$ cat src/rtl/cwk_pkg.sv
package cwk_pkg;
  localparam int WORD_W     = 32;
  localparam int DIR_BIT    = 0;
  localparam int LANE_LO    = 1;
  localparam int LANE_HI    = 3;
  localparam int FRAG_BIT   = 8;
  localparam int LEN_LO     = 16;
  localparam int LEN_HI     = 31;
  localparam int LEN_W      = LEN_HI - LEN_LO + 1;
  localparam int IRQ_DONE   = 31;
  localparam int IRQ_BUS    = 3;
  localparam int IRQ_DESC   = 1;
  localparam int DESC_WORDS = 3;

  typedef enum logic [1:0] {
    ST_IDLE,
    ST_FETCH,
    ST_CHECK,
    ST_WAIT
  } walk_st_t;

  typedef struct packed {
    logic             dir;
    logic [2:0]       lanes;
    logic             frag;
    logic [LEN_W-1:0] len;
  } cmd_t;
endpackage

$ cat src/rtl/cwk_word_capture.sv
module cwk_word_capture
  import cwk_pkg::*;
#(
  parameter int AW = 32
) (
  input  logic              clk,
  input  logic              load,
  input  logic [1:0]        idx,
  input  logic [WORD_W-1:0] data,
  output logic [AW-1:0]     buf_addr,
  output logic [AW-1:0]     link_addr,
  output logic [WORD_W-1:0] ctrl
);
  // small RAM-style store, no reset needed: every word is written before use
  logic [WORD_W-1:0] words [DESC_WORDS];

  always_ff @(posedge clk) begin
    if (load && (idx < 2'(DESC_WORDS))) begin
      words[idx] <= data;
    end
  end

  assign buf_addr  = words[0][AW-1:0];
  assign link_addr = words[1][AW-1:0];
  assign ctrl      = words[2];
endmodule

$ cat src/rtl/cwk_desc_decode.sv
module cwk_desc_decode
  import cwk_pkg::*;
#(
  parameter int AW         = 32,
  parameter int ALIGN_BITS = 5
) (
  input  logic [AW-1:0]     buf_addr,
  input  logic [AW-1:0]     link_addr,
  input  logic [WORD_W-1:0] ctrl,
  output cmd_t              cmd,
  output logic              chain_end,
  output logic              bad_align,
  output logic              bad_len
);
  always_comb begin
    chain_end = (link_addr == '0);
    cmd.dir   = ctrl[DIR_BIT];
    cmd.lanes = ctrl[LANE_HI:LANE_LO];
    cmd.len   = ctrl[LEN_HI:LEN_LO];
    // any descriptor that links onward must keep the select asserted
    cmd.frag  = ctrl[FRAG_BIT] | ~chain_end;
    bad_align = |buf_addr[ALIGN_BITS-1:0];
    bad_len   = (ctrl[DIR_BIT] == 1'b0) && (|ctrl[LEN_LO+1:LEN_LO]);
  end
endmodule

$ cat src/rtl/cmd_chain_walker.sv
module cmd_chain_walker
  import cwk_pkg::*;
#(
  parameter int AW         = 32,
  parameter int ALIGN_BITS = 5
) (
  input  logic              clk,
  input  logic              rst,
  input  logic              start_wr,
  input  logic [AW-1:0]     start_addr,
  output logic              mem_req,
  output logic [AW-1:0]     mem_addr,
  input  logic              mem_rvalid,
  input  logic [WORD_W-1:0] mem_rdata,
  input  logic              mem_rerr,
  output logic              cmd_valid,
  output logic              cmd_dir,
  output logic [2:0]        cmd_lanes,
  output logic              cmd_frag,
  output logic [LEN_W-1:0]  cmd_len,
  output logic [AW-1:0]     cmd_addr,
  input  logic              cmd_done,
  output logic [AW-1:0]     cur_desc_addr,
  output logic [AW-1:0]     cur_mem_addr,
  output logic              busy,
  output logic [31:0]       irq_status,
  output logic              irq
);
  localparam logic [1:0]    LAST_IDX = 2'(DESC_WORDS - 1);
  localparam logic [AW-1:0] WORD_STEP = AW'(WORD_W / 8);

  walk_st_t          st_q;
  logic [1:0]        widx_q;
  logic              cap_load;
  logic [AW-1:0]     w_buf, w_link;
  logic [WORD_W-1:0] w_ctrl;
  cmd_t              dec_cmd;
  logic              dec_end, dec_align, dec_len;

  assign cap_load = (st_q == ST_FETCH) && mem_rvalid && !mem_rerr;

  cwk_word_capture #(.AW(AW)) u_capture (
    .clk       (clk),
    .load      (cap_load),
    .idx       (widx_q),
    .data      (mem_rdata),
    .buf_addr  (w_buf),
    .link_addr (w_link),
    .ctrl      (w_ctrl)
  );

  cwk_desc_decode #(.AW(AW), .ALIGN_BITS(ALIGN_BITS)) u_decode (
    .buf_addr  (w_buf),
    .link_addr (w_link),
    .ctrl      (w_ctrl),
    .cmd       (dec_cmd),
    .chain_end (dec_end),
    .bad_align (dec_align),
    .bad_len   (dec_len)
  );

  always_ff @(posedge clk) begin
    if (rst) begin
      st_q          <= ST_IDLE;
      widx_q        <= '0;
      mem_req       <= 1'b0;
      mem_addr      <= '0;
      cmd_valid     <= 1'b0;
      cmd_dir       <= 1'b0;
      cmd_lanes     <= '0;
      cmd_frag      <= 1'b0;
      cmd_len       <= '0;
      cmd_addr      <= '0;
      cur_desc_addr <= '0;
      cur_mem_addr  <= '0;
      busy          <= 1'b0;
      irq_status    <= '0;
    end else begin
      cmd_valid <= 1'b0;
      unique case (st_q)
        ST_IDLE: begin
          if (start_wr) begin
            irq_status <= '0;
            if (start_addr == '0) begin
              irq_status[IRQ_DONE] <= 1'b1;
            end else begin
              st_q          <= ST_FETCH;
              cur_desc_addr <= start_addr;
              mem_addr      <= start_addr;
              mem_req       <= 1'b1;
              widx_q        <= '0;
              busy          <= 1'b1;
            end
          end
        end
        ST_FETCH: begin
          if (mem_rvalid) begin
            if (mem_rerr) begin
              mem_req             <= 1'b0;
              busy                <= 1'b0;
              irq_status[IRQ_BUS] <= 1'b1;
              st_q                <= ST_IDLE;
            end else if (widx_q == LAST_IDX) begin
              mem_req <= 1'b0;
              st_q    <= ST_CHECK;
            end else begin
              widx_q   <= widx_q + 2'd1;
              mem_addr <= mem_addr + WORD_STEP;
            end
          end
        end
        ST_CHECK: begin
          if (dec_align || dec_len) begin
            irq_status[IRQ_DESC] <= 1'b1;
            busy                 <= 1'b0;
            st_q                 <= ST_IDLE;
          end else begin
            cmd_valid    <= 1'b1;
            cmd_dir      <= dec_cmd.dir;
            cmd_lanes    <= dec_cmd.lanes;
            cmd_frag     <= dec_cmd.frag;
            cmd_len      <= dec_cmd.len;
            cmd_addr     <= w_buf;
            cur_mem_addr <= w_buf;
            st_q         <= ST_WAIT;
          end
        end
        ST_WAIT: begin
          if (cmd_done && !cmd_valid) begin
            if (dec_end) begin
              irq_status[IRQ_DONE] <= 1'b1;
              busy                 <= 1'b0;
              st_q                 <= ST_IDLE;
            end else begin
              cur_desc_addr <= w_link;
              mem_addr      <= w_link;
              mem_req       <= 1'b1;
              widx_q        <= '0;
              st_q          <= ST_FETCH;
            end
          end
        end
        default: st_q <= ST_IDLE;
      endcase
    end
  end

  assign irq = |irq_status;
endmodule

$ cat config.mk
export PLATFORM = sky130hd
export DESIGN_NAME = cmd_chain_walker
export DESIGN_NICKNAME = d
export VERILOG_FILES = /design/src/rtl/cwk_pkg.sv /design/src/rtl/cwk_word_capture.sv /design/src/rtl/cwk_desc_decode.sv /design/src/rtl/cmd_chain_walker.sv
export SDC_FILE = /design/constraint.sdc
export NUM_CORES = 1
export LEC_CHECK = 0
export BUFFER_PORTS_ARGS = -buffer_cell sky130_fd_sc_hd__buf_2
export CORE_MARGIN = 2
export CORE_UTILIZATION = 40
export DETAILED_ROUTE_END_ITERATION = 16
export GPL_TIMING_DRIVEN = 1
export PLACE_DENSITY_LB_ADDON = 0.15
export SLEW_MARGIN = 0
export SYNTH_ARGS = -nofsm -noshare
export SYNTH_HDL_FRONTEND = slang
export SYNTH_SLANG_ARGS = --single-unit
$ cat constraint.sdc
create_clock -name clk -period 2.3 [get_ports clk]
set_input_delay 0.115 -clock clk [delete_from_list [all_inputs] [get_ports clk]]
set_output_delay 0.115 -clock clk [all_outputs]
set_load 0.01 [all_outputs]
==> Word-level counts from Yosys, hierarchy flattened <==
Memories as Yosys holds them, arrays and structs flattened.
Index checks and enable logic that the tools add are counted.
{ "word_totals": {"regBits": 127, "ramBits": 96, "inputBits": 70, "out_inout_bits": 185, "word_cells": 120, "mem_count": 1} }
{ "op_classes": {"n_addsub": 2, "n_lt_le_gt_ge": 1, "n_eq_ne": 15, "mux": 53, "bitwise_logic": 5, "reduce_logical": 28} }
{ "mem_list": {"columns": ["name", "words", "width", "rd", "rd_clocked_by_memory_dff", "write_ports", "line", "source"], "rows": [
  ["u_capture.words", 3, 32, 3, 0, 1, "cwk_word_capture.sv:15", "logic [WORD_W-1:0] words [DESC_WORDS];"]
]} }
{ "ops": {"columns": ["cell", "count"], "rows": [
  ["32-bit 2-to-1 mux", 8],
  ["32-bit one-hot mux with 3 select lines", 1],
  ["32-bit logical NOT", 2],
  ["32-bit one-hot mux with 2 select lines", 1],
  ["32-bit by 3-bit adder with 32-bit output, second input constant", 1],
  ["2-bit 2-to-1 mux", 14],
  ["1-bit 2-to-1 mux", 22],
  ["2-bit != test, second input constant", 10],
  ["7-bit AND reduction", 2],
  ["5-bit AND reduction", 2],
  ["2-bit one-hot mux with 4 select lines", 1],
  ["4-bit AND reduction", 2],
  ["8-bit AND reduction", 1],
  ["2-bit equality test, second input constant", 3],
  ["1-bit one-hot mux with 2 select lines", 3],
  ["2-bit one-hot mux with 3 select lines", 1],
  ["2-bit nonzero test", 3],
  ["1-bit logical AND", 5],
  ["5-bit OR reduction", 1],
  ["1-bit inverter", 4],
  ["1-bit one-hot mux with 4 select lines", 1],
  ["2-bit OR reduction", 2],
  ["3-bit by 2-bit != test with 1-bit output, second input constant", 1],
  ["1-bit one-hot mux with 3 select lines", 1],
  ["other kinds (11)", 12]
]} }

==> Longest topological paths before layout <==
{ "logic_depth": {"ltp_word": 6, "mapped_depth": 9, "depth_no_buf": 7} }

==> Cells and area by module <==
A second synthesis with hierarchy kept.
{ "hier_totals": {"cells_unflattened": 1008, "area_unflattened_um2": 9937.0} }
{ "by_module_without_submodules": {"columns": ["module", "n_inst", "cells_per_inst", "area_each_um2", "seq_area_each_um2"], "rows": [
  ["cmd_chain_walker", 1, 872, 6775.2, 2542.4],
  ["cwk_word_capture", 1, 99, 2912.8, 2882.8],
  ["cwk_desc_decode", 1, 37, 249.0, 0.0]
]} }

==> Least setup slack after synthesis <==
OpenSTA, ideal clock, no wires.
{ "synth_path": {"path_kind": "flip-flop to flip-flop", "start": "register st_q[1]", "end": "memory u_capture.words[1][0] (enable)", "setup_time_ns": 0.392, "t_arrival_ns": 2.091, "setup_slack_ns": -0.183, "stages_incl_launch_ff": 7, "period_less_slack_ns": 2.483, "path_cell_list": "dfxtp_1 buf_2 nand2b_1 clkbuf_1 clkbuf_1 nor4b_1 and2_1"} }
{ "synth_via": {"elab_chain_cells": 6} }
{ "synth_lines": {"columns": ["item", "line", "source"], "rows": [
  ["start, declared", "cmd_chain_walker.sv:32", "walk_st_t st_q;"],
  ["start signal, assigned", "cmd_chain_walker.sv:64", "st_q <= ST_IDLE;"],
  ["start signal, assigned", "cmd_chain_walker.sv:87", "st_q <= ST_FETCH;"],
  ["start signal, assigned", "cmd_chain_walker.sv:102", "st_q <= ST_IDLE;"],
  ["2-bit by 1-bit equality test with 1-bit output", "cmd_chain_walker.sv:40", "assign cap_load = (st_q == ST_FETCH) && mem_rvalid && !mem_rerr;"],
  ["1-bit logical AND (2 in a row)", "cmd_chain_walker.sv:40", null],
  ["1-bit logical AND", "cwk_word_capture.sv:18", "if (load && (idx < 2'(DESC_WORDS))) begin"],
  ["1-bit 2-to-1 mux", "cwk_word_capture.sv:18", null],
  ["1-bit 2-to-1 mux (not written as such)", "cwk_word_capture.sv:19", "words[idx] <= data;"],
  ["end, declared", "cwk_word_capture.sv:15", null]
]} }
Every way passes these cells.

==> Worst setup path after layout <==
{ "layout_path": {"start": "input start_addr[30]", "end": "register mem_addr[24]"} }
{ "layout_via": {"elab_chain_cells": 3} }
{ "layout_lines": {"columns": ["item", "line", "source"], "rows": [
  ["start, declared", "cmd_chain_walker.sv:10", "input logic [AW-1:0] start_addr,"],
  ["32-bit logical NOT", "cmd_chain_walker.sv:84", "if (start_addr == '0) begin"],
  ["2-bit != test (no line)", null, null],
  ["8-bit AND reduction (no line)", null, null],
  ["end signal, assigned", "cmd_chain_walker.sv:89", "mem_addr <= start_addr;"],
  ["end signal, assigned", "cmd_chain_walker.sv:108", "mem_addr <= mem_addr + WORD_STEP;"],
  ["end signal, assigned", "cmd_chain_walker.sv:136", "mem_addr <= w_link;"],
  ["end, declared", "cmd_chain_walker.sv:12", "output logic [AW-1:0] mem_addr,"]
]} }
Every way passes these cells.
A chain may end at the register's enable or synchronous reset.

==> results.py <==
metrics = {
    "outcome": {
        "status": "completed",
    },
    "detailed_routing": {
        "postRouteAntennaNets": 0,
        "dr_wl_met3_mm": 1.809,
        "wl_met2_mm": 12.56,
        "wl_mm": 27.54,
        "vias": 7824,
        "top_layer": "met4",
        "wl_per_cell_um": 18.09,
        "vias_per_cell": 5.141,
        "drtIter0Drc": 521,
        "wl_met1_mm": 12.54,
        "first_pass_iters": 5,
        "drc": 0,
    },
    "synthesis": {
        "synth.avg_cell_area_um2": 9.806,
        "synth_commonest_cells": "nand2_1, dfxtp_1, edfxtp_1",
        "yosysSeqAreaShare": 0.5533,
        "synth_top_area_share": 0.2772,
        "synth_edf_count": 85,
        "synth_flop_cell": "dfxtp_1",
        "synth.area.top_cells": "edfxtp_1, dfxtp_1, nand2_1, buf_4, a21oi_1",
        "yosys.area.top_type": "edfxtp_1",
        "ys_ff_latch": 212,
        "synth-warning-count": 0,
        "yosysUniqueCellTypes": 58,
        "async_flop_share": 0,
        "synth.most_common_cell": "nand2_1",
        "synth_cells": 939,
        "synth.cell_area_mm2": 0.009208,
    },
    "grt": {
        "grt_remaining_overflow": 0,
        "grt_pass1_vias": 7275,
        "grt_antenna_before_repair": 0,
        "grt_first_pass_wirelength_mm": 41.64,
        "track_usage": 0.2213,
        "grt_max_degree": 56,
    },
    "sta": {
        "period_needed_ns": 2.157,
        "relSlewSlack": 0.6175,
        "setup_tns_ns": 0,
        "min_period_over_period": 0.9377,
        "tightest_slew_ns": 0.5719,
        "max_freq_mhz": 463.6,
        "drv_slew": 0,
        "hold_slack_ns": 0.03795,
        "rsz0062_at_grt": "no",
        "clock_skew_ns": 0.01052,
        "setup_violations": 0,
        "finalHoldViolations": 0,
    },
    "place": {
        "dp_hpwl_mm": 19.63,
        "io_buffers": 225,
        "place_area_mm2": 0.01059,
        "dpl.cell_count": 1411,
        "gp_congestion": 0.8836,
    },
    "final_layout": {
        "areaGrowthSynthToFinish_pct": 31.00,
        "stdcell_count": 1522,
        "diodes": 0,
        "layout-drive-gt1-share": 0.2821,
        "seq_area_mm2": 0.005096,
        "final_nets": 1295,
        "fillers": 2051,
        "postLayoutCellArea_mm2": 0.01206,
        "multi_input_area_mm2": 0.003452,
    },
    "floorplanning": {
        "rows": 55,
        "coreArea_mm2": 0.02264,
        "die_w_um": 155.7,
        "io_pins": 255,
        "initial_utilization": 0.4067,
        "die_h_um": 155.7,
        "dieArea_mm2": 0.02425,
    },
    "power": {
        "p_switching_mw": 2.702,
        "clkPwrFrac": 0.382,
        "power_frac_seq": 0.443,
        "power_frac_comb": 0.175,
        "irDropWorstVdd_v": 0.0005605,
        "swShare": 0.2754,
        "power.density_mw_per_mm2": 813.5,
        "power.leakage_nw": 4.940,
        "p_int_mw": 7.110,
    },
    "clocking": {
        "cts_tree": "done",
        "path_clk_slew_ns": 0.06,
        "numClockSinks": 212,
        "h-tree-depth": 1,
        "clock_path_buffers": 3,
        "numCtsBuffers": 24,
        "clkLatencyLatePin_ns": 0.53,
        "ctsRootBufferMaster": "clkbuf_16",
    },
    "setup_path": {
        "r2r-start": "widx_q[0]$_SDFFE_PP0P_",
        "path_class": "input pin to flip-flop",
        "cp-start-kind": "input pin",
        "cp_data_required_time_ns": 2.72,
        "crit_arrival_ns": 2.58,
        "critPathMaxFanout": 17,
        "cp-end-kind": "flip-flop",
        "crit_start": "start_addr[30]",
    },
    "worst_hold_path": {
        "holdCritStartpoint": "cmd_done",
        "hold_path.class": "input pin to flip-flop",
    },
    "job": {
        "cap_viol_max_count": 0,
    },
}
-- flip-flops by register name, indices dropped and copies added (netlist names), 2 cells and up --
signal	flops
irq_status	3
st_q	2
cmd_lanes	3
cur_mem_addr	32
u_capture.words	85
widx_q	2
cmd_len	16
cur_desc_addr	32
mem_addr	32
-- per-layer routing --
metal  track usage  vias to the layer above
met1        0.3108                     3690
met5             0                        -
met2        0.3508                      298
met3       0.04111                       41
li1              -                     3795
met4       0.06204                        0
-- stage by stage --
step	worst slack, ns	power, mW	utilization
detailed placement	0.09213	6.042	0.4679
global placement	0.09005	6.035	0.4679
global route	0.03516	10.24	0.5327
finish	0.1432	9.812	0.5327
floorplan	0.07682	5.391	-
CTS	0.05514	9.884	0.5316
-- logic make-up (layout without fill, tap and decap cells) --
group,count (synthesis),count (layout),share of synthesized area
xor+xnor,13,13,0.01237
other cells,1,29,0.0004073
mux,9,9,0.009784
compound gates,206,206,0.1540
buf+inv,138,408,0.08710
fa+ha+maj,5,5,0.006794
simple gates,355,355,0.1762
flops,212,212,0.5533
-- worst max-delay path: stages --
cell	delay [ns]
dlygate4sd3_1	0.53
buf_2	0.15
nor4_1	0.39
buf_4	0.18
nand4_1	0.17
o31ai_4	0.28
buf_4	0.16
a211o_1	0.15
buf_12	0.16
a21oi_1	0.05
o32ai_1	0.24
-- layout make-up --
cell class                 count  share of cell area
clock inverter                 5            0.004046
inverter                      15            0.004668
tap                          285             0.02956
clock buffer                  38             0.06162
sequential                   212              0.4225
timing repair buffer         350              0.1914
multi-input combinational    617              0.2862
-- timing repair --
item / CTS / global route
endpoints found under the setup margin: 0 / 12
gates resized for setup: 0 / 1
hold buffers: 65 / 0
endpoints found under the hold margin: 140 / 0
buffers inserted: 0 / 3
-- cells in the final DEF (no fill, tap or decap), types with 11 or more instances in the layout --
cell	n
a21oi_1	74
a311oi_1	28
buf_2	224
buf_4	54
clkbuf_16	24
conb_1	29
dfxtp_1	126
dlygate4sd3_1	65
edfxtp_1	85
inv_1	15
nand2_1	191
nand2b_1	22
nand3_1	13
nor2_1	60
nor4_1	20
o211ai_1	11
o21ai_0	33
-- power by group through the flow --
stage / combinational (mW) / sequential (mW) / clock (mW)
after floorplan: 0.894 / 4.50 / 0
after global placement: 1.61 / 4.42 / 0
after detailed placement: 1.62 / 4.42 / 0
after CTS: 1.71 / 4.34 / 3.83
after global routing: 1.88 / 4.38 / 3.98
final: 1.72 / 4.34 / 3.75
-- worst paths after layout --
check	end	slack [ns]	cells after the start
setup reg to reg	mem_addr[11]$_SDFFE_PP0P_	0.15	8
hold reg to reg	cmd_len[14]$_SDFFE_PP0P_	0.45	2
hold / removal	st_q[1]$_SDFFE_PP0P_	0.04	4
setup / recovery	mem_addr[24]$_SDFFE_PP0P_	0.14	11
(Power assumes the default switching activity.)
